### src/rtl/ecc_inject_ctrl.sv
module ecc_inject_ctrl #(
  parameter int ADDR_W     = 8,
  parameter int CHK_W      = 8,
  parameter int PIPE_DEPTH = 3,
  parameter logic [ADDR_W-1:0] INJ_ADDR = 8'h10
) (
  input  logic              clk,
  input  logic              rst_n,
  input  logic              cfg_we,
  input  logic [ADDR_W-1:0] cfg_addr,
  input  logic [31:0]       cfg_wdata,
  input  logic              wr_valid,
  input  logic [CHK_W-1:0]  wr_check_in,
  output logic [CHK_W-1:0]  wr_check_out,
  output logic              busy,
  output logic              scrub_en
);
  localparam int PAT_LSB = 16;
  localparam int WB_BIT  = 24;
  localparam int FWC_BIT = 8;

  logic             armed;
  logic [CHK_W-1:0] pattern;
  logic             cfg_hit;
  logic [PIPE_DEPTH-1:0] pend;

  assign cfg_hit = cfg_we && (cfg_addr == INJ_ADDR);

  always_ff @(posedge clk) begin
    if (!rst_n) begin
      armed    <= 1'b0;
      pattern  <= '0;
      scrub_en <= 1'b0;
    end else if (cfg_hit) begin
      armed    <= cfg_wdata[FWC_BIT];
      pattern  <= cfg_wdata[PAT_LSB +: CHK_W];
      scrub_en <= cfg_wdata[WB_BIT];
    end else if (armed && wr_valid) begin
      armed <= 1'b0;
    end
  end

  assign wr_check_out = (armed && wr_valid) ? (wr_check_in ^ pattern) : wr_check_in;

  generate
    if (PIPE_DEPTH == 1) begin : g_pipe1
      always_ff @(posedge clk) begin
        if (!rst_n) pend <= '0;
        else        pend <= wr_valid;
      end
    end else begin : g_pipen
      always_ff @(posedge clk) begin
        if (!rst_n) pend <= '0;
        else        pend <= {pend[PIPE_DEPTH-2:0], wr_valid};
      end
    end
  endgenerate

  assign busy = |pend;

  a_r2_pass_through: assert property (@(posedge clk) disable iff (!rst_n)
    (!armed && wr_valid) |-> (wr_check_out == wr_check_in));

  a_r3_pattern_applied: assert property (@(posedge clk) disable iff (!rst_n)
    (armed && wr_valid) |-> ((wr_check_out ^ wr_check_in) == pattern));

  a_r4_one_shot: assert property (@(posedge clk) disable iff (!rst_n)
    (armed && wr_valid && !cfg_hit) |=> !armed);

  a_r8_cfg_priority: assert property (@(posedge clk) disable iff (!rst_n)
    cfg_hit |=> (armed == $past(cfg_wdata[FWC_BIT])));

  a_r7_busy_rise: assert property (@(posedge clk) disable iff (!rst_n)
    wr_valid |=> busy);

  a_r9_hold_idle: assert property (@(posedge clk) disable iff (!rst_n)
    (armed && !wr_valid && !cfg_hit) |=> armed);
endmodule

### config.mk
export PLATFORM = sky130hd
export DESIGN_NAME = ecc_inject_ctrl
export DESIGN_NICKNAME = d
export VERILOG_FILES = /design/src/rtl/ecc_inject_ctrl.sv
export SDC_FILE = /design/constraint.sdc
export NUM_CORES = 1
export LEC_CHECK = 0
export CELL_PAD_IN_SITES_DETAIL_PLACEMENT = 1
export CELL_PAD_IN_SITES_GLOBAL_PLACEMENT = 2
export CORE_ASPECT_RATIO = 0.6
export CORE_UTILIZATION = 13
export CTS_CLUSTER_DIAMETER = 40
export CTS_CLUSTER_SIZE = 16
export DETAILED_ROUTE_END_ITERATION = 8
export PLACE_DENSITY = 0.79
export SLEW_MARGIN = 20
export SYNTH_ARGS = -nofsm -noshare
export SYNTH_HDL_FRONTEND = slang
export SYNTH_SLANG_ARGS = --single-unit
### constraint.sdc
create_clock -name clk -period 1.2 [get_ports clk]
set_input_delay 0.12 -clock clk [delete_from_list [all_inputs] [get_ports clk]]
set_output_delay 0.12 -clock clk [all_outputs]
set_load 0.01 [all_outputs]
==> results of run 1 <==
## critical path: cells and delay by family (launching register included)
| kind | cells | cell delay (ps) |
|---|---|---|
| xor+xnor | 1 | 130 |
| flops | 1 | 320 |
| buf+inv | 1 | 150 |
| simple gates | 2 | 270 |
## power by group through the flow
stage | logic (W) | registers [W] | clock network [W]
after floorplan | 0.0000445 | 0.000447 | 0
after global placement | 0.000180 | 0.000447 | 0
after detailed placement | 0.000185 | 0.000447 | 0
after CTS | 0.000165 | 0.000438 | 0.000395
after global routing | 0.000175 | 0.000438 | 0.000412
final | 0.000162 | 0.000438 | 0.000377
## layout by cell type, fill, tap and decap left out
master	synthesis	routed
and2_1	4	3
and2_4	0	1
and4b_2	0	1
buf_2	0	9
buf_4	0	4
buf_6	1	2
clkbuf_1	3	1
clkbuf_8	0	3
clkdlybuf4s50_1	0	22
dfxtp_1	13	11
dfxtp_2	0	2
dlygate4sd2_1	0	7
dlymetal6s2s_1	0	1
mux2i_1	10	10
nand2_1	27	25
nand2_2	0	2
nand3b_1	1	1
nor3_1	1	1
nor4b_2	0	1
or3_1	1	1
xnor2_1	8	7
xnor2_2	0	1
## stage by stage
step / power (W) / setup WS [ps] / hold slack, ps / cells
floorplan: 0.000491 / 129 / 242 / 71
global placement: 0.000627 / -566 / 433 / 170
detailed placement: 0.000633 / -607 / 451 / 170
CTS: 0.000997 / -60.0 / 268 / 177
global route: 0.00102 / -121 / 285 / 176
finish: 0.000977 / -35.2 / 267 / 176
## area by class of cell
type / count / area share, %
multi-input cells: 54 / 31.5
repair buffers: 45 / 34.6
clock buffers: 4 / 3.98
well taps: 60 / 6.64
flip-flops and latches: 13 / 23.2
## kinds of logic after synthesis
group | after synthesis | synth area share [%]
xor+xnor | 8 | 11.4
buf+inv | 4 | 3.65
flops | 13 | 42.2
mux | 10 | 16.2
simple gates | 36 | 26.6
## registers in the layout, summed over array words and instances (netlist names)
name      cells
pattern       8
pend          3
armed         1
scrub_en      1
## timing repair
item	in CTS	in global routing
setup endpoints to repair	20	19
gates cloned	1	0
buffers inserted	3	1
pin swaps	4	5
gates resized for setup	50	5
## routing by layer
metal,share of wire (%),vias to the layer above,GRT usage [%]
met3,9.2,0,3.17
met1,41,284,7.86
met4,0,0,2.72
met2,49,29,13.7
li1,-,317,-
met5,0,-,0
## worst max-delay path by stage
stage | depth (start not counted) | startpoint | to
2_1_floorplan | 4 | armed$_SDFFE_PN0P_ | wr_check_out[0]
3_3_place_gp | 6 | wr_valid | wr_check_out[5]
3_5_place_dp | 6 | wr_valid | wr_check_out[6]
4_1_cts | 4 | armed$_SDFFE_PN0P_ | wr_check_out[6]
5_1_grt | 4 | armed$_SDFFE_PN0P_ | wr_check_out[4]
6_report | 4 | armed$_SDFFE_PN0P_ | wr_check_out[5]
==> out/metrics.csv, run 1 <==
metric;value;unit
status;complete, but fails checks;
violations;negative setup slack;
fillerInstances;521;
p_sw;0.000197;W
ir_drop;419;uV
hold_viol;0;
port_buffers;39;
worst-path-max-fanout;8;
rows;18;
dp_hpwl;1.44;mm
grt_max_degree;17;
finish.instance_area;0.00113;mm2
wl_per_cell;9.93;um
power_switching_share;20.2;%
placed_area;0.00111;mm2
whs_endpoint;pend[0]$_SDFF_PN0_;
power_density;864;mW/mm2
max_cap_viol_count;0;
cp-end-kind;output port;
core;0.00432;mm2
synth_cell_types;12;
layout-drive-gt1-share;22.4;%
antenna_found_initial;0;
yosys_register_bits;13;
max_slew_margin;91.3;%
grt_usage;7.57;%
grt_pass1_vias;706;
dieHeight;55.4;um
seq_power_share;44.8;%
syn2layout_area_growth;83.4;%
finalMaxSlewViolations;0;
critPathArrivalTime;1120;ps
tns;-189;ps
nets;169;
seq_area;263;um2
rsz0062_at_grt;true;
start_util;14.3;%
period_needed;1240;ps
fin_ws;-35.2;ps
post-synth-top-count-cell;nand2_1;
cts_hold_buf;0;
max_freq;810;MHz
syn_inst;71;
cp_cell_sequence;and2_4 -> nand2_1 -> xnor2_1 -> buf_2;
rrSetupSlack;410;ps
syn-cell-area;617;um2
setup.worst_path.start_class;flop;
drc;0;
place.gp.congestion;0.662;
ant_nets;0;
worstReg2RegEnd;armed$_SDFFE_PN0P_;
r2r-start;armed$_SDFFE_PN0P_;
hp-start;wr_valid;
fin_skew;0.472;ps
clock-root-buffer;clkbuf_8;
vias_per_cell;3.58;
clkPwrFrac;38.6;%
drt_iter0_drc;10;
hold_class;input port to flop;
clk_latency;240;ps
synthArstFlopShare;0;%
crit_required;1080;ps
hold_depth;2;
tightestPinTransition;127;ps
p_comb_share;16.6;%
synth.top_cell.area_share;42.2;%
path_clk_slew;50;ps
vias;630;
ys_warn_count;0;
slowest_delay;320;ps
synth_common_cells;nand2_1, dfxtp_1, mux2i_1;
internal_power;0.000780;W
cts_sinks;13;
diodes;0;
yosys.area.top_type;dfxtp_1;
ff2ff_path_depth;4;
clk_path_buf_depth;2;
die_w;90.9;um
grt_pass1_wl;2.95;mm
synthTopCellsByArea;dfxtp_1, nand2_1, mux2i_1, xnor2_1, and2_1;
synth-main-ff-cell;dfxtp_1;
path_class;flop to output port;
p_leak;0.442;nW
overflow;0;
period_share;103;%
ys_seq_area_share;42.2;%
routed_wl;1.75;mm
die-area;0.00503;mm2
slowest_stage;dfxtp_2;
syn_area_per_cell;8.69;um2
setup_violations;8;
syn_nets;123;
cts_tree;built;
ios;62;
h-tree-depth;1;
cts_buffers;3;
drt_pre_antenna_iters;2;
multi_input_area;357;um2
final_util;26.2;%
synth_edf_count;0;
Power figures use the tool's default switching activity.
==> run 2, diff against run 1 <==
--- a/config.mk
+++ b/config.mk
@@ -8,12 +8,11 @@
 export CELL_PAD_IN_SITES_DETAIL_PLACEMENT = 1
 export CELL_PAD_IN_SITES_GLOBAL_PLACEMENT = 2
 export CORE_ASPECT_RATIO = 0.6
-export CORE_UTILIZATION = 13
+export CORE_UTILIZATION = 12
 export CTS_CLUSTER_DIAMETER = 40
 export CTS_CLUSTER_SIZE = 16
 export DETAILED_ROUTE_END_ITERATION = 8
-export PLACE_DENSITY = 0.79
-export SLEW_MARGIN = 20
+export PLACE_DENSITY = 0.77
 export SYNTH_ARGS = -nofsm -noshare
 export SYNTH_HDL_FRONTEND = slang
 export SYNTH_SLANG_ARGS = --single-unit
==> constraint.sdc (replaced) <==
create_clock -name clk -period 1.1 [get_ports clk]
set_input_delay 0.11 -clock clk [delete_from_list [all_inputs] [get_ports clk]]
set_output_delay 0.11 -clock clk [all_outputs]
set_load 0.01 [all_outputs]
==> run 2 against run 1 <==
Effect of this change:
- sequential share of layout area down 0.59 points
- sequential power rose by 9.1%
- die area grew 8.1%
- power increased by 8.8%
- combinational power increased by 12%
- largest cell class unchanged
- the flow still finishes with violations (negative setup slack)
- highest routed layer unchanged
- clock skew hardly changed
- clock-buffer cell count unchanged
- critical path depth unchanged
- core utilization decreased by 1.9 points
- global-route usage increased by 0.27 points
- flip-flop and latch count unchanged
- final cell count is 0.57% higher
==> out/metrics.csv, run 2 (synthesis gave the netlist of run 1 again) <==
metric;value;unit;change
status;complete, but fails checks;;
violations;negative setup slack;;
antenna_found_initial;0;;unchanged
path_class;flop to output port;;
period_share;113;%;
max_slew_margin;88.2;%;-3.1 points
critPathArrivalTime;1130;ps;about the same
setup.worst_path.start_class;flop;;
clkPwrFrac;38.0;%;-0.6 points
clk_path_buf_depth;2;;unchanged
max_cap_viol_count;0;;unchanged
crit_required;990;ps;-90 ps
cts_sinks;13;;unchanged
wl_per_cell;10.6;um;+6.8%
die_w;94.6;um;+4.0%
grt_max_degree;13;;-4
seq_power_share;44.9;%;about the same
dieHeight;57.5;um;+3.9%
stdcell_count;177;;+0.57%
period_needed;1240;ps;
worst-path-max-fanout;8;;unchanged
holdWs;239;ps;-27.5 ps
fin_skew;0.0489;ps;-0.423 ps
die-area;0.00544;mm2;+8.1%
finalMaxSlewViolations;0;;unchanged
grt_pass1_vias;726;;+2.8%
overflow;0;;unchanged
power;0.00106;W;+8.8%
port_buffers;39;;unchanged
h-tree-depth;1;;unchanged
tightestPinTransition;177;ps;+49.9 ps
finish.instance_area;0.00115;mm2;+2.1%
path_clk_slew;50;ps;about the same
power_switching_share;20.2;%;about the same
ir_drop;269;uV;-36%
internal_power;0.000849;W;+8.9%
p_comb_share;17.0;%;+0.4 points
vias;626;;-0.63%
vias_per_cell;3.54;;-1.2%
hold_class;input port to flop;;
ant_nets;0;;unchanged
rsz0062_at_grt;true;;
drc;0;;unchanged
cp-end-kind;output port;;
diodes;0;;unchanged
dp_cells;173;;+1.8%
mostFrequentLayoutCell;nand2_1;;
fillerInstances;572;;+9.8%
syn2layout_area_growth;87.2;%;
placed_area;0.00112;mm2;+0.34%
rows;19;;+1
slowest_stage;dfxtp_2;;
ios;62;;unchanged
clk_latency;230;ps;about the same
cts_buffers;3;;unchanged
layout_common_cells;nand2_1, clkdlybuf4s50_1, dfxtp_1, mux2i_1, buf_2;;
cts_tree;built;;
grt_pass1_wl;3.15;mm;+7.0%
p_leak;0.453;nW;+2.5%
grt_usage;7.84;%;+0.27 points
core;0.00475;mm2;+10%
largest_reg_flops;8;;unchanged
clock-root-buffer;clkbuf_8;;
nets;167;;-1.2%
cp_cell_sequence;and2_4 -> nand2_2 -> xnor2_2 -> buf_2;;
setup_violations;9;;+1
cts_setup_buffers;0;;-3
routed_wl;1.88;mm;+7.4%
start_util;13.0;%;-1.3 points
top_regs;pattern (8), pend (3);;
tns;-1070;ps;-878 ps
drt_iter0_drc;1;;-9
fin_ws;-140;ps;-104 ps
p_sw;0.000215;W;+8.7%
layout-drive-gt1-share;25.4;%;+3.0 points
max_freq;807;MHz;
drt_pre_antenna_iters;2;;unchanged
power_density;921;mW/mm2;+6.6%
place.gp.congestion;0.618;;-6.7%
cts_hold_buf;0;;unchanged
top_register;pattern;;
slowest_delay;320;ps;about the same
hold_viol;0;;unchanged
run 2: area by class of cell:
type                    count  area [um2]  area share [%]
well taps                  63        78.8            6.83
multi-input cells          54         382            33.0
repair buffers             43         388            33.6
flip-flops and latches     13         262            22.6
clock buffers               4        45.0            3.90
run 2: power by group through the flow:
stage | Combinational, W | Clock, W | Sequential (W)
2_1_floorplan | 0.0000486 | 0 | 0.000487
3_3_place_gp | 0.000197 | 0 | 0.000487
3_5_place_dp | 0.000205 | 0 | 0.000488
4_1_cts | 0.000180 | 0.000436 | 0.000478
5_1_grt | 0.000198 | 0.000471 | 0.000477
6_report | 0.000181 | 0.000404 | 0.000478
run 2: path summary, 6_finish.rpt:
kind	from	end	slack, ps	cells past startpoint
worst min register to register	pend[0]$_SDFF_PN0_	pend[1]$_SDFF_PN0_	450	1
worst min-delay path	wr_valid	pend[0]$_SDFF_PN0_	240	2
worst max-delay path	armed$_SDFFE_PN0P_	wr_check_out[5]	-140	4
worst max register to register	pattern[4]$_SDFFE_PN0P_	pattern[4]$_SDFFE_PN0P_	480	2
run 2: per-layer routing:
metal | global-route usage, % | routed length, um | up-vias | share of wire, %
li1 | - | - | 313 | -
met1 | 8.19 | 808 | 285 | 43
met2 | 14.5 | 932 | 28 | 50
met3 | 2.67 | 135 | 0 | 7.2
met4 | 3.25 | 0 | 0 | 0
met5 | 0 | 0 | - | 0
run 2: worst max-delay path, delay by kind of cell, from the launching register on:
family,cells,cell delay [ps]
and+or+nand+nor,2,280
xor gates and xnor gates,1,140
DFF,1,320
buffers and inverters,1,140
run 2: what timing repair did:
item	CTS	global route
endpoints found under the setup margin	20	19
cloned	1	0
pin swaps	6	3
resized for setup	55	11
run 2: per-stage QoR:
step	setup slack [ps]	utilization (%)
detailed placement	-707	23.5
finish	-140	24.3
floorplan	39.2	-
CTS	-153	23.8
global placement	-643	23.5
global route	-237	24.3
